File: src/rtl/satalu_pkg.sv
package satalu_pkg;

    localparam int OP_W = 3;

    typedef enum logic [OP_W-1:0] {
        OP_ADD  = 3'd0,
        OP_SUB  = 3'd1,
        OP_CMP  = 3'd2,
        OP_AND  = 3'd3,
        OP_OR   = 3'd4,
        OP_XOR  = 3'd5,
        OP_RSV6 = 3'd6,
        OP_RSV7 = 3'd7
    } alu_op_e;

    typedef struct packed {
        logic inv;
        logic carry;
        logic ovf;
        logic neg;
        logic zero;
    } alu_stat_t;

    localparam int STAT_W   = $bits(alu_stat_t);
    localparam int STICKY_W = 2;

endpackage

File: src/rtl/satalu_arith.sv
module satalu_arith
    import satalu_pkg::*;
#(
    parameter int W = 32
) (
    input  alu_op_e        op_i,
    input  logic           sat_i,
    input  logic [W-1:0]   a_i,
    input  logic [W-1:0]   b_i,
    output logic [W-1:0]   res_o,
    output alu_stat_t      stat_o,
    output logic           legal_o,
    output logic           wr_o
);

    localparam logic [W-1:0] SAT_MAX = {1'b0, {(W-1){1'b1}}};
    localparam logic [W-1:0] SAT_MIN = {1'b1, {(W-1){1'b0}}};

    logic           is_sub;
    logic [W-1:0]   b_eff;
    logic [W:0]     ext_sum;
    logic [W-1:0]   raw_sum;
    logic           arith_ovf;

    always_comb begin
        is_sub    = (op_i == OP_SUB) || (op_i == OP_CMP);
        b_eff     = is_sub ? ~b_i : b_i;
        ext_sum   = {1'b0, a_i} + {1'b0, b_eff} + {{W{1'b0}}, is_sub};
        raw_sum   = ext_sum[W-1:0];
        arith_ovf = (a_i[W-1] == b_eff[W-1]) && (raw_sum[W-1] != a_i[W-1]);
    end

    always_comb begin
        res_o          = '0;
        legal_o        = 1'b1;
        stat_o.carry   = 1'b0;
        stat_o.ovf     = 1'b0;
        stat_o.inv     = 1'b0;
        unique case (op_i)
            OP_ADD, OP_SUB, OP_CMP: begin
                stat_o.carry = ext_sum[W];
                stat_o.ovf   = arith_ovf;
                if (arith_ovf && sat_i)
                    res_o = a_i[W-1] ? SAT_MIN : SAT_MAX;
                else
                    res_o = raw_sum;
            end
            OP_AND: res_o = a_i & b_i;
            OP_OR:  res_o = a_i | b_i;
            OP_XOR: res_o = a_i ^ b_i;
            default: legal_o = 1'b0;
        endcase
        stat_o.zero = (res_o == '0);
        stat_o.neg  = res_o[W-1];
        wr_o        = legal_o && (op_i != OP_CMP);
    end

endmodule

File: src/rtl/satalu_sticky.sv
module satalu_sticky #(
    parameter int N = 2
) (
    input  logic          clk,
    input  logic          rst_n,
    input  logic          clr_i,
    input  logic [N-1:0]  set_i,
    output logic [N-1:0]  q_o
);

    for (genvar g = 0; g < N; g++) begin : g_bit
        always_ff @(posedge clk or negedge rst_n) begin
            if (!rst_n)
                q_o[g] <= 1'b0;
            else if (clr_i)
                q_o[g] <= 1'b0;
            else if (set_i[g])
                q_o[g] <= 1'b1;
        end
    end

    // a clear wins over any set on the same edge
    p_clr_wins_r8: assert property (@(posedge clk) disable iff (!rst_n)
        clr_i |=> (q_o == '0));

    // a set bit never drops without a clear
    p_no_fall_r7: assert property (@(posedge clk) disable iff (!rst_n)
        !clr_i |=> ((q_o & $past(q_o)) == $past(q_o)));

    // a set request without clear lands in the register
    p_set_lands_r7: assert property (@(posedge clk) disable iff (!rst_n)
        (!clr_i && (set_i != '0)) |=> ((q_o & $past(set_i)) == $past(set_i)));

endmodule

File: src/rtl/satalu_top.sv
module satalu_top
    import satalu_pkg::*;
#(
    parameter int W = 32
) (
    input  logic                 clk,
    input  logic                 rst_n,
    input  logic                 op_valid,
    input  logic [OP_W-1:0]      op_code,
    input  logic                 sat_en,
    input  logic [W-1:0]         opnd_a,
    input  logic [W-1:0]         opnd_b,
    input  logic                 sticky_clr,
    output logic [W-1:0]         result,
    output logic                 result_we,
    output logic [STAT_W-1:0]    status,
    output logic [STICKY_W-1:0]  sticky
);

    localparam logic [W-1:0] SAT_MAX = {1'b0, {(W-1){1'b1}}};
    localparam logic [W-1:0] SAT_MIN = {1'b1, {(W-1){1'b0}}};

    alu_op_e        op_sel;
    logic [W-1:0]   core_res;
    alu_stat_t      core_stat;
    logic           core_legal;
    logic           core_wr;
    logic           accept;
    logic [STICKY_W-1:0] sticky_set;

    assign op_sel = alu_op_e'(op_code);
    assign accept = op_valid && core_legal;

    satalu_arith #(.W(W)) u_arith (
        .op_i    (op_sel),
        .sat_i   (sat_en),
        .a_i     (opnd_a),
        .b_i     (opnd_b),
        .res_o   (core_res),
        .stat_o  (core_stat),
        .legal_o (core_legal),
        .wr_o    (core_wr)
    );

    always_ff @(posedge clk or negedge rst_n) begin
        if (!rst_n) begin
            result    <= '0;
            result_we <= 1'b0;
            status    <= '0;
        end else begin
            result_we <= accept && core_wr;
            if (accept) begin
                status <= core_stat;
                if (core_wr)
                    result <= core_res;
            end
        end
    end

    assign sticky_set = {accept && core_stat.inv, accept && core_stat.ovf};

    satalu_sticky #(.N(STICKY_W)) u_sticky (
        .clk   (clk),
        .rst_n (rst_n),
        .clr_i (sticky_clr),
        .set_i (sticky_set),
        .q_o   (sticky)
    );

    // compare never writes and never moves the result
    p_cmp_nowr_r5: assert property (@(posedge clk) disable iff (!rst_n)
        (op_valid && op_code == OP_CMP) |=> (!result_we && $stable(result)));

    // idle cycles hold status and result
    p_idle_hold_r6: assert property (@(posedge clk) disable iff (!rst_n)
        !op_valid |=> ($stable(status) && $stable(result) && !result_we));

    // reserved codes change nothing
    p_rsv_quiet_r9: assert property (@(posedge clk) disable iff (!rst_n)
        (op_valid && op_code[2:1] == 2'b11) |=> ($stable(status) && $stable(result) && !result_we));

    // saturated overflow lands on an extreme word with overflow flagged
    p_sat_clamp_r3: assert property (@(posedge clk) disable iff (!rst_n)
        (op_valid && sat_en && core_stat.ovf && (op_code == OP_ADD || op_code == OP_SUB))
        |=> ((result == SAT_MAX || result == SAT_MIN) && status[2]));

    // invalid never raised for integer work
    p_inv_clear_r4: assert property (@(posedge clk) disable iff (!rst_n)
        op_valid |=> !status[4]);

endmodule

File: config.mk
export PLATFORM = sky130hd
export DESIGN_NAME = satalu_top
export DESIGN_NICKNAME = d
export VERILOG_FILES = /design/src/rtl/satalu_pkg.sv /design/src/rtl/satalu_arith.sv /design/src/rtl/satalu_sticky.sv /design/src/rtl/satalu_top.sv
export SDC_FILE = /design/constraint.sdc
export NUM_CORES = 1
export LEC_CHECK = 0
export ABC_AREA = 1
export BUFFER_PORTS_ARGS = -buffer_cell sky130_fd_sc_hd__buf_2
export CAP_MARGIN = 20
export CORE_MARGIN = 5
export CORE_UTILIZATION = 55
export DETAILED_ROUTE_END_ITERATION = 10
export GPL_TIMING_DRIVEN = 0
export PLACE_DENSITY = 0.85
export SLEW_MARGIN = 20
export SYNTH_ARGS = -nofsm -noshare
export SYNTH_HDL_FRONTEND = slang
export SYNTH_HIERARCHICAL = 1
export SYNTH_SLANG_ARGS = --single-unit
export TNS_END_PERCENT = 100
File: constraint.sdc
create_clock -name clk -period 1.4 [get_ports clk]
set_clock_uncertainty 0.15 [all_clocks]
set_input_delay 0.14 -clock clk [delete_from_list [all_inputs] [get_ports clk]]
set_output_delay 0.14 -clock clk [all_outputs]
set_load 0.03 [all_outputs]
==> impl_metrics.yaml <==
place:
  dp_cells: 1123
  dpl_cell_area_um2: 6731
  io_buffers: 110
  place.gp.congestion: 1.022
  place_hpwl_um: 14250
pwr:
  pwr-share-comb: 0.651
  p_sw_mw: 3.338
  p_per_area_nw_per_um2: 917.1
  peakVddDrop_mv: 0.7348
  pwr-share-seq: 0.217
  p_leak_nw: 4.345
  p_int_mw: 3.620
  clkPwrFrac: 0.132
  switching_share: 0.4798
die:
  fp-row-count: 37
  num_io_pins: 112
  die-area_um2: 12860
  initial_core_util: 0.5668
  die_width_um: 113.4
  core_um2: 10370
  dieHeight_um: 113.4
route:
  antenna_left: 0
  vias_per_cell: 5.671
  routed_wl_um: 19560
  drt-initial-drc-count: 772
  drc_errors: 0
  post_drt_wl_per_cell_um: 16.57
  vias: 6697
  drt_first_pass_iters: 6
global_route:
  grt-ovfl-total: 0
  use_met2: 0.4692
  grt_usage: 0.2851
  grt_util_met1: 0.3757
  top_usage_layer: "met2"
  grt_pass1_vias: 6224
  antenna_found_initial: 0
  grt_max_degree: 41
  grt_pass1_wl_um: 29870
  grt_use_met3: 0.03820
status:
  status: "finished with violations"
  violations: "setup timing"
setup_path:
  startpoint_type: "input pin"
  cp.buffers_inverters: 6
  arrival_ps: 3340
  slowest_delay_ps: 340
  worstPathMaxFanout: 6
  end_kind: "flop"
  worstPathRequired_ps: 1480
  cp_top_family: "simple AND/OR/NAND/NOR gates"
  crit_top_cell: "nand2_1"
  crit_path_top_delay_cell: "ha_1"
  critical_path_class: "in -> reg"
finish:
  drive_gt1_frac: 0.2679
  layout_commonest_cell: "nand2_1"
  final_cell_mix: "nand2_1, buf_2, inv_1"
  layout.nets: 1213
  fin_util: 0.7317
  area_delta_synth_final_pct: 29.08
  fin_area_um2: 7587
  instances_no_fill: 1181
  nFillCells: 862
  diodes: 0
clock_network:
  clk_latency_ps: 280
  cts_tree: "done"
  clock_path_buffers: 2
  cts.clk_slew.worst_paths_ps: 70
  root_buffer: "clkbuf_8"
  cts-buffers-inserted: 5
  htreeDepth: 2
  cts.sinks: 40
timing:
  timing.fmax_mhz: 306.5
  whs_ps: 27.98
  hold_viol_final: 0
  min_period_ps: 3263
  fin_ws_ps: -1863
  tightest_slew_ps: 943.2
  finalSetupTns_ps: -53900
  setup_viol: 37
  rsz0062_at_grt: "yes"
  slew_headroom: 0.3712
  period_share: 2.331
  finalMaxSlewViolations: 0
synthesis:
  synth-seq-cells: 40
  synth_cells: 877
  avgSynthCellArea_um2: 6.703
  netlist_area_um2: 5878
  synth_cell_types: 37
  synth_nets: 1046
  yosysWarnings: 6
  ys_seq_area_frac: 0.1703
flow_run:
  drv_cap: 0
worst_hold_path:
  hold_class: "in -> reg"
==> layer usage <==
metal	wire, µm	part of all wire
met4	856	0.044
met2	8902	0.46
met3	2191	0.11
met5	0	0
met1	7614	0.39
==> Yosys cell counts, drive strengths merged <==
master,number,area [µm²]
a221oi,32,280.3
inv,106,397.9
nor2,96,360.4
nand3,23,137.6
nand4,38,252.7
a21boi,3,22.52
nor4,1,6.260
o211ai,1,7.510
nand3b,2,15.01
a21o,7,52.55
ha,96,1201
a31oi,3,18.77
xnor2,15,131.4
o21a,3,22.52
clkbuf,9,33.78
nand2,265,1022
dfrtp,40,1001
o21ai,19,95.09
o21bai,2,15.01
nor3,7,35.03
a21oi,35,175.2
buf,26,172.7
fa,1,20.02
nor3b,1,7.510
xor2,42,367.9
o31ai,1,7.510
nand2b,1,6.260
o221ai,1,8.760
conb,1,3.750
==> state kept, by name, summed over array words and instances, names as in the netlist <==
signal,cells
status,5
result,32
u_sticky/q_o,2
result_we,1
==> final cells by class <==
cell class | count | area, µm² | area share
Buffer | 35 | 275.3 | 0.03628
Clock buffer | 6 | 72.57 | 0.009565
Clock inverter | 2 | 35.03 | 0.004617
Inverter | 106 | 415.4 | 0.05475
Multi-Input combinational cell | 696 | 4584 | 0.6042
Sequential cell | 40 | 1001 | 0.1319
Tap cell | 136 | 170.2 | 0.02243
Timing Repair Buffer | 160 | 1033 | 0.1362
==> path summary, 6_finish.rpt <==
kind | start | to | cells after the start | slack, ps
worst max-delay path | op_code[2] | status[0] | 30 | -1860
worst min-delay path | op_valid | result[26] | 3 | 30
worst max register to register | status[2] | status[2] | 2 | 620
worst min register to register | result[23] | result[23] | 2 | 320
max in group asynchronous | rst_n | status[0] | 2 | 210
min in group asynchronous | rst_n | result[0] | 2 | 340
==> metrics by stage <==
| stage | power (mW) | setup WS [ps] |
|---|---|---|
| after global placement | 5.202 | -2300 |
| after detailed placement | 5.279 | -2328 |
| final | 6.958 | -1863 |
| after global routing | 7.393 | -2045 |
| after floorplan | 4.236 | -1480 |
| after CTS | 6.546 | -1696 |
==> logic make-up (layout without fill, tap and decap cells) <==
| family | after synthesis | in the layout | share of synthesized area |
|---|---|---|---|
| AND/OR/NAND/NOR | 434 | 434 | 0.3135 |
| XOR/XNOR | 57 | 57 | 0.08493 |
| flip-flops | 40 | 40 | 0.1703 |
| buffers and inverters | 141 | 309 | 0.1028 |
| adder cells (fa/ha/maj) | 97 | 97 | 0.2077 |
| other | 1 | 1 | 0.0006380 |
| AO/OA/AOI/OAI | 107 | 107 | 0.1201 |
==> worst reg2reg max path: stages (launching register included) <==
cell     delay [ps]
dfrtp_1         380
nand2_1          70
o21ai_1          60
==> power by group through the flow <==
stage / combinational (mW) / clock (mW) / sequential, mW
6_report: 4.53 / 0.920 / 1.51
2_1_floorplan: 2.23 / 0 / 2.01
3_3_place_gp: 3.68 / 0 / 1.52
3_5_place_dp: 3.75 / 0 / 1.53
5_1_grt: 4.88 / 0.978 / 1.54
4_1_cts: 4.11 / 0.928 / 1.51
==> timing repair <==
item	in CTS	in global routing
gates resized for setup	52	45
pin swaps	22	27
cloned	2	0
endpoints found under the setup margin	37	37
setup buffers	27	19
hold buffers	2	0
hold endpoints to repair	42	0
Note: power is estimated with default switching activity, not from simulation.
